<file path="src/rtl/ac97_link_pkg.sv">
package ac97_link_pkg;
  localparam int TAG_W  = 16;
  localparam int SLOT_W = 20;
  localparam int SLOT_N = 12;

  // Strobes from the frame control to the datapath
  typedef struct packed {
    logic loadFrame;  // next rising edge loads a new outgoing frame
    logic capLast;    // current bit is the last bit of the frame
  } linkStrobes_t;
endpackage

</file>
<file path="src/rtl/ac97_frame_ctrl.sv">
module ac97_frame_ctrl
  import ac97_link_pkg::*;
#(
  parameter int TAG_W  = ac97_link_pkg::TAG_W,
  parameter int SLOT_W = ac97_link_pkg::SLOT_W,
  parameter int SLOT_N = ac97_link_pkg::SLOT_N
) (
  input  logic         bitClk,
  input  logic         rstN,
  output linkStrobes_t strobes,
  output logic         syncOut
);
  localparam int FRAME_W = TAG_W + SLOT_N * SLOT_W;
  localparam int CNT_W   = $clog2(FRAME_W);
  localparam logic [CNT_W-1:0] LAST_BIT = CNT_W'(FRAME_W - 1);
  localparam logic [CNT_W-1:0] SYNC_END = CNT_W'(TAG_W);

  logic [CNT_W-1:0] bitCnt;
  logic [CNT_W-1:0] bitCntNext;
  logic             running;

  always_comb begin
    bitCntNext = (bitCnt == LAST_BIT) ? '0 : bitCnt + 1'b1;
  end

  always_ff @(posedge bitClk or negedge rstN) begin
    if (!rstN) begin
      bitCnt  <= LAST_BIT;
      running <= 1'b0;
      syncOut <= 1'b0;
    end else begin
      bitCnt  <= bitCntNext;
      running <= 1'b1;
      syncOut <= (bitCntNext < SYNC_END);
    end
  end

  always_comb begin
    strobes.loadFrame = (bitCnt == LAST_BIT);
    strobes.capLast   = running && (bitCnt == LAST_BIT);
  end


  sync_width_chk: assert property (@(posedge bitClk) disable iff (!rstN)
    $fell(syncOut) |-> bitCnt == SYNC_END);


  frame_wrap_chk: assert property (@(posedge bitClk) disable iff (!rstN)
    strobes.loadFrame |=> ($rose(syncOut) && bitCnt == '0));
endmodule

</file>
<file path="src/rtl/ac97_frame_datapath.sv">
module ac97_frame_datapath
  import ac97_link_pkg::*;
#(
  parameter int TAG_W  = ac97_link_pkg::TAG_W,
  parameter int SLOT_W = ac97_link_pkg::SLOT_W,
  parameter int SLOT_N = ac97_link_pkg::SLOT_N
) (
  input  logic                     bitClk,
  input  logic                     rstN,
  input  linkStrobes_t             strobes,
  input  logic                     txFrameValid,
  input  logic [SLOT_N-1:0]        txSlotValid,
  input  logic [SLOT_N*SLOT_W-1:0] txSlotData,
  input  logic                     sdataIn,
  output logic                     sdataOut,
  output logic [TAG_W-1:0]         rxTag,
  output logic [SLOT_N*SLOT_W-1:0] rxSlotData,
  output logic                     rxStrobe
);
  localparam int FRAME_W   = TAG_W + SLOT_N * SLOT_W;
  localparam int SLOT_BASE = FRAME_W - TAG_W - 1;
  localparam int PAD_W     = TAG_W - 1 - SLOT_N;

  logic [TAG_W-1:0]   tagWord;
  logic [FRAME_W-1:0] frameWord;
  logic [FRAME_W-1:0] txShift;
  logic [FRAME_W-2:0] rxShift;
  logic [FRAME_W-1:0] rxFrame;

  // Outgoing tag: frame valid first, then one flag per slot, zero padding
  assign tagWord[TAG_W-1]   = txFrameValid;
  assign tagWord[PAD_W-1:0] = '0;
  assign frameWord[FRAME_W-1 -: TAG_W] = tagWord;

  for (genvar g = 0; g < SLOT_N; g++) begin : gSlot
    assign tagWord[TAG_W-2-g] = txSlotValid[g];
    assign frameWord[SLOT_BASE-g*SLOT_W -: SLOT_W] =
      txSlotValid[g] ? txSlotData[g*SLOT_W +: SLOT_W] : '0;
    assign rxSlotData[g*SLOT_W +: SLOT_W] = rxFrame[SLOT_BASE-g*SLOT_W -: SLOT_W];


    invalid_slot_zero_chk: assert property (@(posedge bitClk) disable iff (!rstN)
      (strobes.loadFrame && !txSlotValid[g]) |=> txShift[SLOT_BASE-g*SLOT_W -: SLOT_W] == '0);
  end

  // Transmit shifter: load at frame start, shift out MSB first
  always_ff @(posedge bitClk or negedge rstN) begin
    if (!rstN) begin
      txShift <= '0;
    end else if (strobes.loadFrame) begin
      txShift <= frameWord;
    end else begin
      txShift <= {txShift[FRAME_W-2:0], 1'b0};
    end
  end

  assign sdataOut = txShift[FRAME_W-1];

  // Receive shifter: sampled on the falling edge
  always_ff @(negedge bitClk or negedge rstN) begin
    if (!rstN) begin
      rxShift  <= '0;
      rxFrame  <= '0;
      rxStrobe <= 1'b0;
    end else begin
      rxShift  <= {rxShift[FRAME_W-3:0], sdataIn};
      rxStrobe <= strobes.capLast;
      if (strobes.capLast) begin
        rxFrame <= {rxShift, sdataIn};
      end
    end
  end

  assign rxTag = rxFrame[FRAME_W-1 -: TAG_W];


  rx_pulse_chk: assert property (@(negedge bitClk) disable iff (!rstN)
    rxStrobe |=> !rxStrobe);


  always @(posedge bitClk) begin
    if (!rstN) begin
      reset_quiet_chk: assert (!sdataOut && !rxStrobe);
    end
  end
endmodule

</file>
<file path="src/rtl/ac97_link_ctrl.sv">
module ac97_link_ctrl
  import ac97_link_pkg::*;
#(
  parameter int TAG_W  = ac97_link_pkg::TAG_W,
  parameter int SLOT_W = ac97_link_pkg::SLOT_W,
  parameter int SLOT_N = ac97_link_pkg::SLOT_N
) (
  input  logic                     bitClk,
  input  logic                     rstN,
  input  logic                     resetCodec,
  output logic                     codecRstN,
  output logic                     syncOut,
  output logic                     sdataOut,
  input  logic                     sdataIn,
  input  logic                     txFrameValid,
  input  logic [SLOT_N-1:0]        txSlotValid,
  input  logic [SLOT_N*SLOT_W-1:0] txSlotData,
  output logic                     txLoad,
  output logic [TAG_W-1:0]         rxTag,
  output logic [SLOT_N*SLOT_W-1:0] rxSlotData,
  output logic                     rxStrobe
);
  linkStrobes_t strobes;

  ac97_frame_ctrl #(.TAG_W(TAG_W), .SLOT_W(SLOT_W), .SLOT_N(SLOT_N)) uCtrl (
    .bitClk  (bitClk),
    .rstN    (rstN),
    .strobes (strobes),
    .syncOut (syncOut)
  );

  ac97_frame_datapath #(.TAG_W(TAG_W), .SLOT_W(SLOT_W), .SLOT_N(SLOT_N)) uPath (
    .bitClk       (bitClk),
    .rstN         (rstN),
    .strobes      (strobes),
    .txFrameValid (txFrameValid),
    .txSlotValid  (txSlotValid),
    .txSlotData   (txSlotData),
    .sdataIn      (sdataIn),
    .sdataOut     (sdataOut),
    .rxTag        (rxTag),
    .rxSlotData   (rxSlotData),
    .rxStrobe     (rxStrobe)
  );

  assign txLoad = strobes.loadFrame;

  always_ff @(posedge bitClk or negedge rstN) begin
    if (!rstN) begin
      codecRstN <= 1'b0;
    end else begin
      codecRstN <= !resetCodec;
    end
  end


  codec_reset_chk: assert property (@(posedge bitClk) disable iff (!rstN)
    resetCodec |=> !codecRstN);
endmodule

</file>
<file path="config.mk">
export PLATFORM = sky130hd
export DESIGN_NAME = ac97_link_ctrl
export DESIGN_NICKNAME = d
export VERILOG_FILES = /design/src/rtl/ac97_link_pkg.sv /design/src/rtl/ac97_frame_ctrl.sv /design/src/rtl/ac97_frame_datapath.sv /design/src/rtl/ac97_link_ctrl.sv
export SDC_FILE = /design/constraint.sdc
export NUM_CORES = 1
export LEC_CHECK = 0
export CAP_MARGIN = 25
export CORE_MARGIN = 2
export CORE_UTILIZATION = 46
export CTS_CLUSTER_SIZE = 28
export DETAILED_ROUTE_END_ITERATION = 7
export HOLD_SLACK_MARGIN = 0.12
export PLACE_DENSITY = 0.86
export SLEW_MARGIN = 30
export SYNTH_ARGS = -nofsm -noshare
export SYNTH_HDL_FRONTEND = slang
export SYNTH_HIERARCHICAL = 1
export SYNTH_SLANG_ARGS = --single-unit
</file>
<file path="constraint.sdc">
create_clock -name bitClk -period 2.25 [get_ports bitClk]
set_input_delay 0.5625 -clock bitClk [delete_from_list [all_inputs] [get_ports bitClk]]
set_output_delay 0.5625 -clock bitClk [all_outputs]
set_load 0.05 [all_outputs]
</file>
Word level (Yosys, flattened, before mapping)
Cells that the tools add are included.
Operators by class
  multiply operators: 0
  magnitude comparators: 1
  div/mod/pow operators: 0
  mux-type cells: 14
  bitwise logic cells: 0
  eq/ne operators: 1
  reduce and logical (&&, ||, !) cells: 2
  shift operators: 0
  $add $sub $neg: 1
Operators with widths (count)
  256-bit 2-to-1 mux: 1
  20-bit 2-to-1 mux: 12
  8-bit by 1-bit adder with 8-bit output, second input constant: 1
  8-bit == test, second input constant: 1
  8-bit by 5-bit less-than comparator with 1-bit output, second input constant: 1
  8-bit 2-to-1 mux: 1
  1-bit logical AND: 1
  1-bit logical NOT: 1
Word-level totals
  bits in read-only memories: 0
  bits in latches: 0
  word-level logic and storage cells: 27
  register bits after elaboration: 779
  memories kept: 0
  RAM bits: 0
  output and inout bits: 261
  input port bits: 257

Longest topological paths before layout
  word-level depth: 3
  gate-level depth with buffers: 7
  depth with buffers taken out: 5

Hierarchy
The synthesis kept the hierarchy.
Modules (own cells, without submodules)
  ac97_frame_datapath: instances 1, seq. area each 19218.4 µm², area an instance 25011.5 µm², cells an instance 1378
  ac97_frame_ctrl: instances 1, seq. area each 260.2 µm², area an instance 478.0 µm², cells an instance 41
  ac97_link_ctrl: instances 1, seq. area each 25.0 µm², area an instance 28.8 µm², cells an instance 2

==> results.md <==
- The run finished, with violations left.
- The final reports fail on negative setup slack.
- No sink is reached through more buffers than the 3 on the longest clock path.
- At the end of routability-driven placement, the weighted congestion stood at 0.877.
- The root buffer cell is sky130_fd_sc_hd__clkbuf_16.
- The buffer and inverter count on the worst path is 2.
- The count of buffers added on input and output ports is 517.
- The total of max-cap violations is 0.
- The post-synthesis cell type with the largest combined area is sky130_fd_sc_hd__dfrtn_1.
- The die area is 0.0574 mm2.
- After the first detailed-routing iteration, the DRC count stood at 1068.
- For this design, the slowest cell found on the critical path is sky130_fd_sc_hd__dfstp_2.
- Counting every net in the synthesized netlist gives 1679.
- Hold repair after CTS inserted 0 buffers.
- TritonCTS created 77 clock buffers.
- In the post-synthesis netlist, the biggest area contributors are sky130_fd_sc_hd__dfrtn_1 (50%), sky130_fd_sc_hd__dfrtp_1 (25%), sky130_fd_sc_hd__mux2_2 (11%), sky130_fd_sc_hd__a22o_1 (8.1%), sky130_fd_sc_hd__buf_4 (0.88%).
- Global routing used 25.5% of the available tracks across all layers.
- The total count of max-transition violations in the final report came to 0.
- The maximum number of pins on one net before global-route repair is 128.
- The pin slew with the least headroom to its limit is 725 ps.
- The share of the Yosys chip area taken by registers is 76.4%.
- The yosys synthesis warning count is 6.
- The most common cell in the synthesized netlist is sky130_fd_sc_hd__dfrtn_1.
- The worst relative slew slack is 51.7%.
- The data required time at the worst endpoint is 1540 ps.
- The flop and latch count out of synthesis is 779.
- The clock latency on the worst-skew pair is 590 ps.
- The type of the worst setup path is flop to flop.
- After clock tree synthesis, the clock-pin slew on the worst setup and hold paths is 50 ps.
- The worst hold slack across all endpoints is 232 ps.
- The kind of start point of the critical path is a flop.
- Across all setup checks in the final design, the least slack found is -877 ps.
- The top-level port count is 518.
- Counting instances in the post-synthesis netlist gives the leading cell types as sky130_fd_sc_hd__dfrtn_1 (512), sky130_fd_sc_hd__dfrtp_1 (259), sky130_fd_sc_hd__mux2_2 (257).
- The number of global-route vias before repair is 17500.
- The share of the synthesized area in the top cell type is 50.2%.
- Counting every sink on the clock net gives 779.
- The count of vias placed by the detailed router is 15600.
- The worst clock skew on the final layout is 29.4 ps.
- Power spread over the standard cell area amounts to 718 mW/mm2.
- Setup repair after global routing could not meet its margin everywhere.
- The source of the critical timing path is uCtrl/bitCnt[1]$_DFF_PN1_.
- The path class of the tightest hold or removal check is input port to asynchronous set/reset pin.
- The worst-case vdd ir drop is 0.531 mV.
- The die is 240 um tall.
- The gate count after technology mapping is 1421.
- The count of nets left with antenna violations once routing finished came out at 0.
- Walking the worst path, the cells encountered are ha_4 > nand3_4 > nor2_4 > and2_4 > buf_12 > buf_4 > mux2_2.
- The global route total overflow is 0.
- The flop-to-flop setup slack is -880 ps.
- The launching point of the worst reg2reg path is uCtrl/bitCnt[1]$_DFF_PN1_.
- The number of antenna violations at the first check in global routing is 3.
- The fraction of synthesis flops using an asynchronous set or reset pin is 100%.
- The post-detailed-route DRC marker count is 0.
- The area of the placeable core is 0.0550 mm2.
- The first detailed-routing pass ran for 5 iterations.
- The global-route wire length before repair is 110000 um.
- The mean cell area of the mapped netlist is 18.0 um2.
- The peak per-stage delay on the critical path is 560 ps.
- The number of failing hold endpoints at the final stage came to 0.
- The highest net fanout along the worst path is 9.
- CTS built an H-tree with a depth of 3.
- The largest delay contributor family on the critical path is flip-flops.
- In the final layout, the share of cells above drive strength 1 is 38.1%.
- For this design the static power due to leakage is 0.0187 uW.
- The area growth from synthesis to layout is 50.6%.
- The post-synthesis cell area is 0.0255 mm2.
- The leading register cell type out of synthesis is sky130_fd_sc_hd__dfrtn_1.
- The number of placement rows is 86.
- The detailed placer's ending HPWL is 46500 um.
- The net count of the finished layout is 2377.
- Using the TritonRoute via totals, the vias-per-cell ratio works out to 5.33.
- The number of enable flip-flop cells after synthesis is 0.
- The floorplan step set the die width to 240 um.
- The distinct cell type count after synthesis is 36.
- The number of setup violations in the final report is 515.
- The wire length per cell is 25.0 um.
- The type of destination of the critical path is a flop.
- The starting density of the core is 46.4%.
- The CTS tree is done.
- The total detailed-routing wirelength is 73200 um.
- The arrival time at the worst endpoint is 2420 ps.
- The post-placement setup slack is -868 ps.
flip-flops by register name (all words and copies together) (netlist names):
register        cells
codecRstN           1
uCtrl/bitCnt        8
uCtrl/running       1
uCtrl/syncOut       1
uPath/rxFrame     256
uPath/rxShift     255
uPath/rxStrobe      1
uPath/txShift     256
stage by stage:
step | total power, uW | instances | setup TNS (ps) | cell area [um2] | utilization (%)
3_5_place_dp | 15200 | 2701 | -223370 | 34800 | 63.3
6_report | 27600 | 2926 | -382360 | 38400 | 69.9
3_3_place_gp | 15200 | 2701 | -216620 | 34800 | 63.3
4_1_cts | 27800 | 2919 | -395020 | 38100 | 69.4
5_1_grt | 28500 | 2925 | -418120 | 38400 | 69.9
2_1_floorplan | 14400 | 1421 | -310030 | 25600 | -
placed cells by master (no fill, tap or decap), types with 2 or more instances in the layout:
cell type and instances:
sky130_fd_sc_hd__a21o_1 12, sky130_fd_sc_hd__a22o_1 237, sky130_fd_sc_hd__and2_1 12, sky130_fd_sc_hd__buf_12 289, sky130_fd_sc_hd__buf_16 5, sky130_fd_sc_hd__buf_4 141
sky130_fd_sc_hd__buf_6 3, sky130_fd_sc_hd__buf_8 2, sky130_fd_sc_hd__bufinv_16 2, sky130_fd_sc_hd__clkbuf_1 19, sky130_fd_sc_hd__clkbuf_16 82, sky130_fd_sc_hd__clkbuf_8 11
sky130_fd_sc_hd__clkdlybuf4s50_1 255, sky130_fd_sc_hd__clkinv_2 13, sky130_fd_sc_hd__clkinv_4 4, sky130_fd_sc_hd__clkinvlp_4 2, sky130_fd_sc_hd__dfrtn_1 512, sky130_fd_sc_hd__dfrtp_1 259
sky130_fd_sc_hd__dfstp_2 8, sky130_fd_sc_hd__diode_2 3, sky130_fd_sc_hd__dlygate4sd2_1 3, sky130_fd_sc_hd__inv_1 3, sky130_fd_sc_hd__inv_6 3, sky130_fd_sc_hd__mux2_2 152
sky130_fd_sc_hd__mux2_4 105, sky130_fd_sc_hd__nand2_1 2, sky130_fd_sc_hd__nand3_1 3, sky130_fd_sc_hd__nand3_4 2, sky130_fd_sc_hd__nand4_1 2, sky130_fd_sc_hd__nor2_1 4
sky130_fd_sc_hd__nor2b_1 4, sky130_fd_sc_hd__o21ai_0 3, sky130_fd_sc_hd__xor2_1 4
power breakdown:
part	switching (uW)	internal (uW)	total, uW
combinational	391	465	857
clock	5440	7160	12600
sequential	34.9	14100	14100
routing by layer:
layer | wire length (um) | part of all wire [%] | global-route usage [%] | up-vias
met5 | 0 | 0 | 0 | -
met4 | 2220 | 3.0 | 9.38 | 0
met3 | 5500 | 7.5 | 6.22 | 143
met2 | 38600 | 53 | 44.7 | 792
met1 | 26800 | 37 | 30.5 | 8171
li1 | - | - | - | 6485
path summary, 6_finish.rpt:
check | cells past startpoint | endpoint
setup reg to reg | 7 | uPath/rxFrame[38]$_DFFE_NN0P_
min in group bitClk | 0 | uPath/rxShift[75]$_DFF_NN0_
hold reg to reg | 0 | uPath/rxShift[75]$_DFF_NN0_
setup / recovery | 7 | uPath/rxFrame[38]$_DFFE_NN0P_
max in group asynchronous | 3 | uPath/rxFrame[231]$_DFFE_NN0P_
hold / removal | 3 | uCtrl/running$_DFF_PN0_
repair_timing:
item / 4_1_cts / 5_1_grt
endpoints found under the setup margin: 518 / 515
setup buffers: 84 / 2
gates resized for setup: 68 / 54
gates cloned: 0 / 2
logic make-up (layout without fill, tap and decap cells):
kind of cell             after synthesis  after routing  share of synthesized area [%]
adder cells (fa/ha/maj)                1              1                         0.0490
buffers and inverters                 85            839                           2.42
other                                  1              4                         0.0147
flip-flops                           779            779                           76.4
XOR/XNOR                               5              5                          0.172
multiplexers                         257            257                           11.3
AO/OA/AOI/OAI                        259            259                           8.77
AND/OR/NAND/NOR                       34             34                          0.809
worst register-to-register path: cells and delay by family (launching register included):
family | cells | cell delay [ps]
adder cells (fa/ha/maj) | 1 | 150
buffers and inverters | 2 | 370
flip-flops | 1 | 560
multiplexers | 1 | 360
AND/OR/NAND/NOR | 3 | 390
cell type report:
class,instances,area (um2)
Antenna cell,3,7.51
Clock buffer,110,2220
Clock inverter,25,239
Fill cell,3055,16600
Inverter,4,20.0
Multi-Input combinational cell,557,5820
Sequential cell,779,19500
Tap cell,748,936
Timing Repair Buffer,700,9670
No activity file was read; power rests on OpenSTA's default activity.
